--- src/rtl/coef_pkg.sv ---
package coef_pkg;
  typedef enum logic [1:0] {
    OP_NONE = 2'd0,
    OP_PTR  = 2'd1,
    OP_DATA = 2'd2
  } bus_op_t;

  typedef struct packed {
    logic h;
    logic v;
  } bank_sel_t;
endpackage

--- src/rtl/coef_bus_decode.sv ---
module coef_bus_decode #(
  parameter int OFS_W    = 8,
  parameter int PTR_OFS  = 'h10,
  parameter int DATA_OFS = 'h14
) (
  input  logic               wr,
  input  logic [OFS_W-1:0]   ofs,
  output coef_pkg::bus_op_t  op
);
  localparam logic [OFS_W-1:0] PTR_O  = OFS_W'(PTR_OFS);
  localparam logic [OFS_W-1:0] DATA_O = OFS_W'(DATA_OFS);

  always_comb begin
    op = coef_pkg::OP_NONE;
    if (wr && ofs == PTR_O)  op = coef_pkg::OP_PTR;
    if (wr && ofs == DATA_O) op = coef_pkg::OP_DATA;
  end
endmodule

--- src/rtl/coef_ptr_ctrl.sv ---
module coef_ptr_ctrl #(
  parameter int DEPTH = 96,
  parameter int AW    = 7
) (
  input  logic                 clk,
  input  logic                 rst_n,
  input  coef_pkg::bus_op_t    op,
  input  logic [AW-1:0]        start_idx,
  input  logic                 sel_v_in,
  input  logic                 sel_h_in,
  output logic [AW-1:0]        ptr,
  output logic                 wr_h,
  output logic                 wr_v,
  output logic                 ovf
);
  localparam logic [AW-1:0] LAST = AW'(DEPTH - 1);

  function automatic logic [AW-1:0] clamp_start(input logic [AW-1:0] s);
    return (s > LAST) ? LAST : s;
  endfunction

  coef_pkg::bank_sel_t sel;
  logic full;
  logic ptr_ev, data_ev, store_ev, drop_ev;

  assign ptr_ev   = (op == coef_pkg::OP_PTR);
  assign data_ev  = (op == coef_pkg::OP_DATA);
  assign store_ev = data_ev && !full;
  assign drop_ev  = data_ev && full;
  assign wr_h     = store_ev && sel.h;
  assign wr_v     = store_ev && sel.v;

  always_ff @(posedge clk or negedge rst_n) begin
    if (!rst_n) begin
      ptr  <= '0;
      sel  <= '0;
      full <= 1'b0;
      ovf  <= 1'b0;
    end else begin
      if (ptr_ev) begin
        ptr   <= clamp_start(start_idx);
        sel.h <= sel_h_in;
        sel.v <= sel_v_in;
        full  <= 1'b0;
      end else if (store_ev) begin
        if (ptr == LAST) full <= 1'b1;
        else             ptr  <= ptr + 1'b1;
      end
      if (drop_ev) ovf <= 1'b1;
    end
  end

  a_r4_ptr_in_range: assert property (@(posedge clk) disable iff (!rst_n)
    ptr <= LAST);
  a_r4_ptr_step: assert property (@(posedge clk) disable iff (!rst_n)
    (store_ev && ptr != LAST) |=> ptr == $past(ptr) + 1'b1);
  a_r5_ovf_sticky: assert property (@(posedge clk) disable iff (!rst_n)
    ovf |=> ovf);
  a_r5_no_store_full: assert property (@(posedge clk) disable iff (!rst_n)
    full |-> !(wr_h || wr_v));
  a_r1_ptr_reload: assert property (@(posedge clk) disable iff (!rst_n)
    ptr_ev |=> (!full && ptr <= LAST));
endmodule

--- src/rtl/coef_bank.sv ---
module coef_bank #(
  parameter int DEPTH = 96,
  parameter int AW    = 7,
  parameter int CW    = 14
) (
  input  logic          clk,
  input  logic          rst_n,
  input  logic          we,
  input  logic [AW-1:0] waddr,
  input  logic [CW-1:0] wdata,
  input  logic [AW-1:0] ridx,
  output logic [CW-1:0] rdata
);
  logic [CW-1:0] mem [DEPTH];
  logic hit;

  assign hit = we && (waddr == ridx);

  always_ff @(posedge clk or negedge rst_n) begin
    if (!rst_n) begin
      for (int i = 0; i < DEPTH; i++) mem[i] <= '0;
      rdata <= '0;
    end else begin
      if (we) mem[waddr] <= wdata;
      if (hit)                      rdata <= wdata;
      else if (int'(ridx) < DEPTH)  rdata <= mem[ridx];
      else                          rdata <= '0;
    end
  end

  a_r7_bypass: assert property (@(posedge clk) disable iff (!rst_n)
    hit |=> rdata == $past(wdata));
  a_r2_stored: assert property (@(posedge clk) disable iff (!rst_n)
    we |=> mem[$past(waddr)] == $past(wdata));
  a_r6_out_of_range: assert property (@(posedge clk) disable iff (!rst_n)
    (int'(ridx) >= DEPTH) |=> rdata == '0);
endmodule

--- src/rtl/coef_table_loader.sv ---
module coef_table_loader #(
  parameter int DEPTH    = 96,
  parameter int AW       = 7,
  parameter int CW       = 14,
  parameter int BUS_W    = 32,
  parameter int OFS_W    = 8,
  parameter int PTR_OFS  = 'h10,
  parameter int DATA_OFS = 'h14,
  parameter int VSEL_BIT = 8,
  parameter int HSEL_BIT = 9
) (
  input  logic             clk,
  input  logic             rst_n,
  input  logic             cfg_wr,
  input  logic [OFS_W-1:0] cfg_ofs,
  input  logic [BUS_W-1:0] cfg_wdata,
  input  logic [AW-1:0]    hrd_idx,
  output logic [CW-1:0]    hrd_data,
  input  logic [AW-1:0]    vrd_idx,
  output logic [CW-1:0]    vrd_data,
  output logic             ovf_flag
);
  localparam int NBANK = 2;

  function automatic logic [CW-1:0] coef_mask(input logic [BUS_W-1:0] w);
    return w[CW-1:0];
  endfunction

  coef_pkg::bus_op_t op;
  logic [AW-1:0] ptr;
  logic wr_h, wr_v;
  logic [NBANK-1:0] bank_we;
  logic [AW-1:0] bank_ridx [NBANK];
  logic [CW-1:0] bank_rdata [NBANK];
  logic unused_bits;

  assign unused_bits = ^cfg_wdata[BUS_W-1:CW];

  coef_bus_decode #(.OFS_W(OFS_W), .PTR_OFS(PTR_OFS), .DATA_OFS(DATA_OFS)) dec_i (
    .wr(cfg_wr), .ofs(cfg_ofs), .op(op)
  );

  coef_ptr_ctrl #(.DEPTH(DEPTH), .AW(AW)) ctl_i (
    .clk(clk), .rst_n(rst_n), .op(op),
    .start_idx(cfg_wdata[AW-1:0]),
    .sel_v_in(cfg_wdata[VSEL_BIT]), .sel_h_in(cfg_wdata[HSEL_BIT]),
    .ptr(ptr), .wr_h(wr_h), .wr_v(wr_v), .ovf(ovf_flag)
  );

  assign bank_we      = {wr_v, wr_h};
  assign bank_ridx[0] = hrd_idx;
  assign bank_ridx[1] = vrd_idx;

  for (genvar b = 0; b < NBANK; b++) begin : g_bank
    coef_bank #(.DEPTH(DEPTH), .AW(AW), .CW(CW)) bank_i (
      .clk(clk), .rst_n(rst_n), .we(bank_we[b]), .waddr(ptr),
      .wdata(coef_mask(cfg_wdata)), .ridx(bank_ridx[b]), .rdata(bank_rdata[b])
    );
  end

  assign hrd_data = bank_rdata[0];
  assign vrd_data = bank_rdata[1];

  a_r3_dual_same_index: assert property (@(posedge clk) disable iff (!rst_n)
    (wr_h && wr_v) |=> (g_bank[0].bank_i.mem[$past(ptr)] == g_bank[1].bank_i.mem[$past(ptr)]));
endmodule

--- config.mk ---
export PLATFORM = sky130hd
export DESIGN_NAME = coef_table_loader
export DESIGN_NICKNAME = d
export VERILOG_FILES = /design/src/rtl/coef_pkg.sv /design/src/rtl/coef_bus_decode.sv /design/src/rtl/coef_ptr_ctrl.sv /design/src/rtl/coef_bank.sv /design/src/rtl/coef_table_loader.sv
export SDC_FILE = /design/constraint.sdc
export NUM_CORES = 2
export LEC_CHECK = 0
export BUFFER_PORTS_ARGS = -buffer_cell sky130_fd_sc_hd__buf_2
export CAP_MARGIN = 20
export CORE_MARGIN = 3
export CORE_UTILIZATION = 30
export CTS_CLUSTER_DIAMETER = 120
export DETAILED_ROUTE_END_ITERATION = 6
export GPL_TIMING_DRIVEN = 0
export PLACE_DENSITY_LB_ADDON = 0.2
export SLEW_MARGIN = 20
export SYNTH_ARGS = -nofsm -noshare
export SYNTH_HDL_FRONTEND = slang
export SYNTH_SLANG_ARGS = --single-unit
export TNS_END_PERCENT = 100
--- constraint.sdc ---
create_clock -name clk -period 2.3 [get_ports clk]
set_input_delay 0.115 -clock clk [delete_from_list [all_inputs] [get_ports clk]]
set_output_delay 0.115 -clock clk [all_outputs]
set_load 0.02 [all_outputs]
==> metrics.yaml <==
status:
  outcome: "finished with violations"
  violations: "negative hold slack, negative setup slack"
sta:
  rsz0062_at_grt: "yes"
  finalCriticalPeriod_ns: 2.92
  hold_slack_ns: -0.842
  drv_slew: 0
  min_period_over_period: 1.27
  worstMarginPinSlew_ns: 1.17
  hold_viol: 515
  fmax_ghz: 0.343
  max_slew_margin: 0.218
  setup_ws_ns: -0.617
  setup_violations: 1402
  clock_skew_ns: 0.0475
logic_synthesis:
  avgSynthCellArea_um2: 15.4
  netlist_area_um2: 124000
  synthFlopType: "dfrtp_1"
  syn-num-nets: 8094
  synth_edf_count: 0
  async_flop_share: 1.00
  ys_types: 63
  yosys_register_bits: 2727
  synthCells: 8036
  ys_warn_count: 0
  seq_area_frac_synth: 0.550
drt:
  viasPerCell: 5.39
  detail_route.drc_violations: 0
  wl_um: 477000
  num_vias: 77722
  drtPass1Iterations: 6
  wl_per_cell_um: 33.1
  ant_nets: 0
  drt_iter0_drc: 5916
setup_path:
  worst-setup-path-type: "reg -> reg"
  slowest_delay_ns: 0.57
  critPathMaxFanout: 10
  rr_startpoint: "ctl_i.ptr[2]"
  ff2ff_path_depth: 8
  endpoint_kind: "register"
  worst-r2r-setup-slack_ns: -0.62
  cp.arrival_ns: 3.73
  cp.required_ns: 3.12
  slowest_stage: "o211ai_1"
  worstSetupStartpointType: "register"
  r2r-end: "g_bank[0].bank_i.rdata[9]"
  cp-startpoint: "ctl_i.ptr[2]"
  cp_cell_sequence: "buf_6 -> xnor2_2 -> nand4_1 -> nor3_4 -> buf_6 -> nor3_4 -> o211ai_1 -> nand4_1"
floorplanning:
  fp.coreArea_um2: 411000
  start_util: 0.302
  dieArea_um2: 421000
  fp.dieH_um: 649
  ioPinCount: 86
  die_w_um: 649
  rows: 235
clock_network:
  clk_path_buf_depth: 4
  cts_buffers: 307
  cts_root_buf: "clkbuf_16"
  clock_latency_ns: 0.98
  cts_tree: "built"
  clk_pin_slew_ns: 0.06
  clock-sinks: 2727
  htreeDepth: 5
global_routing:
  antenna_found_initial: 43
  met1_usage: 0.294
  overflow: 0
  grt_usage: 0.220
  grt_pass1_wl_um: 659000
  grt_max_degree: 140
  grt_pass1_vias: 81921
  globalRouteMet2Util: 0.350
  busiest_layer: "met2"
  grtUsageMet3: 0.0355
finish:
  final_common_cell: "dfrtp_1"
  nNetsFinal: 8767
  final_layout_size_suffix_gt1_frac: 0.559
  n_fill_cell: 38627
  layout_common_cells: "dfrtp_1 (2,725), mux2_2 (2,609), mux4_2 (629)"
  syn2layout_area_growth_pct: 21.4
  post-route-util: 0.367
  layout.cells.non_filler: 14420
min_path:
  hold_class: "in -> async"
place:
  gp_congestion: 0.898
  portBuffers: 43
  hpwl_um: 338000
  dpl.cell_count: 13601
power_and_ir_drop:
  ir_worst_vdd_mv: 0.621
  p_leak_nw: 72.8
  power-per-cell-area_nw_per_um2: 697
run:
  drv_cap: 0
==> layout make-up <==
class	instances	area (um2)	area share
Multi-Input combinational cell	4537	55100	0.366
Sequential cell	2727	68200	0.453
Tap cell	5451	6820	0.0453
Clock buffer	470	9210	0.0612
Buffer	761	5270	0.0350
Inverter	5	25.0	0.000166
Timing Repair Buffer	370	5090	0.0338
Clock inverter	63	807	0.00536
Antenna cell	36	90.1	0.000598
==> registers in the layout (all words and copies together), names as in the netlist <==
signal / flops
g_bank.bank_i.mem: 2688
g_bank.bank_i.rdata: 28
ctl_i.ptr: 7
ctl_i.sel: 2
ctl_i.full: 1
ctl_i.ovf: 1
==> what timing repair did <==
action                                 4_1_cts  5_1_grt
hold buffers                                20        2
endpoints found under the hold margin      897      411
gates resized for setup                   1127      507
setup endpoints to repair                 2955     2551
setup buffers                              124       82
gates cloned                                14       19
pin swaps                                   70       67
==> per-layer routing <==
metal / up-vias / routed length (um)
li1: 31312 / -
met1: 43125 / 204000
met2: 2440 / 222000
met3: 831 / 25600
met4: 14 / 25200
met5: - / 99
==> metrics by stage <==
| step | hold WS (ns) | setup slack [ns] | area (um2) | total power [W] | TNS [ns] |
|---|---|---|---|---|---|
| 3_3_place_gp | 0.439 | -59.31 | 131000 | 0.0548 | - |
| 5_1_grt | -0.781 | -0.517 | 151000 | 0.108 | -196.32 |
| 3_5_place_dp | 0.205 | -2.56 | 133000 | 0.0556 | -4627.89 |
| 2_1_floorplan | -0.181 | 0.0376 | 124000 | 0.0513 | 0 |
| 6_report | -0.842 | -0.617 | 151000 | 0.105 | -138.28 |
| 4_1_cts | -0.816 | -0.620 | 148000 | 0.106 | -308.18 |
==> report_power, final <==
part	switching [W]	leakage, nW	internal [W]
Combinational	0.00550	29.8	0.00175
Clock	0.0210	4.92	0.0288
Sequential	0.0000295	38.1	0.0480
Total	0.0265	72.8	0.0786
==> synthesized netlist by cell type (all sizes together) (26+ instances only) <==
library cell	count	share of area
a22oi	40	0.0024
o22ai	129	0.0065
dfrtp	2727	0.55
nor2b	53	0.0027
nor2	114	0.0038
nor3	30	0.0013
nand3	26	0.0010
a21oi	26	0.0010
buf	378	0.015
mux4	629	0.11
clkbuf	389	0.012
mux2	2718	0.25
nand2	261	0.0079
mux2i	235	0.019
a211oi	43	0.0026
==> worst max path at each step <==
stage / end / slack [ns] / depth (start not counted)
after CTS: g_bank[0].bank_i.rdata[9] / -0.62 / 5
after global routing: g_bank[0].bank_i.rdata[7] / -0.52 / 6
after global placement: g_bank[0].bank_i.mem[399] / -59.31 / 1
after detailed placement: g_bank[0].bank_i.rdata[7] / -2.56 / 10
after floorplan: g_bank[0].bank_i.mem[31] / 0.04 / 8
final: g_bank[0].bank_i.rdata[9] / -0.62 / 8
==> kinds of logic (layout without fill, tap and decap cells) <==
family,Yosys count,after routing,share of synthesized area
xor gates and xnor gates,16,16,0.00113
other,0,36,0
and+or+nand+nor,608,608,0.0239
DFF,2727,2727,0.550
AOI/OAI and AO/OA,330,330,0.0187
adders and majority gates,1,1,0.000101
muxes,3582,3582,0.380
buffers and inverters,772,1669,0.0266
==> critical path, delay by kind of cell (launching register included) <==
| family | cells | cell delay (ns) |
|---|---|---|
| compound gates | 1 | 0.57 |
| xor+xnor | 1 | 0.13 |
| buf+inv | 2 | 0.29 |
| flops | 1 | 0.44 |
| simple gates | 4 | 1.33 |
Note: power is estimated with default switching activity, not from simulation.
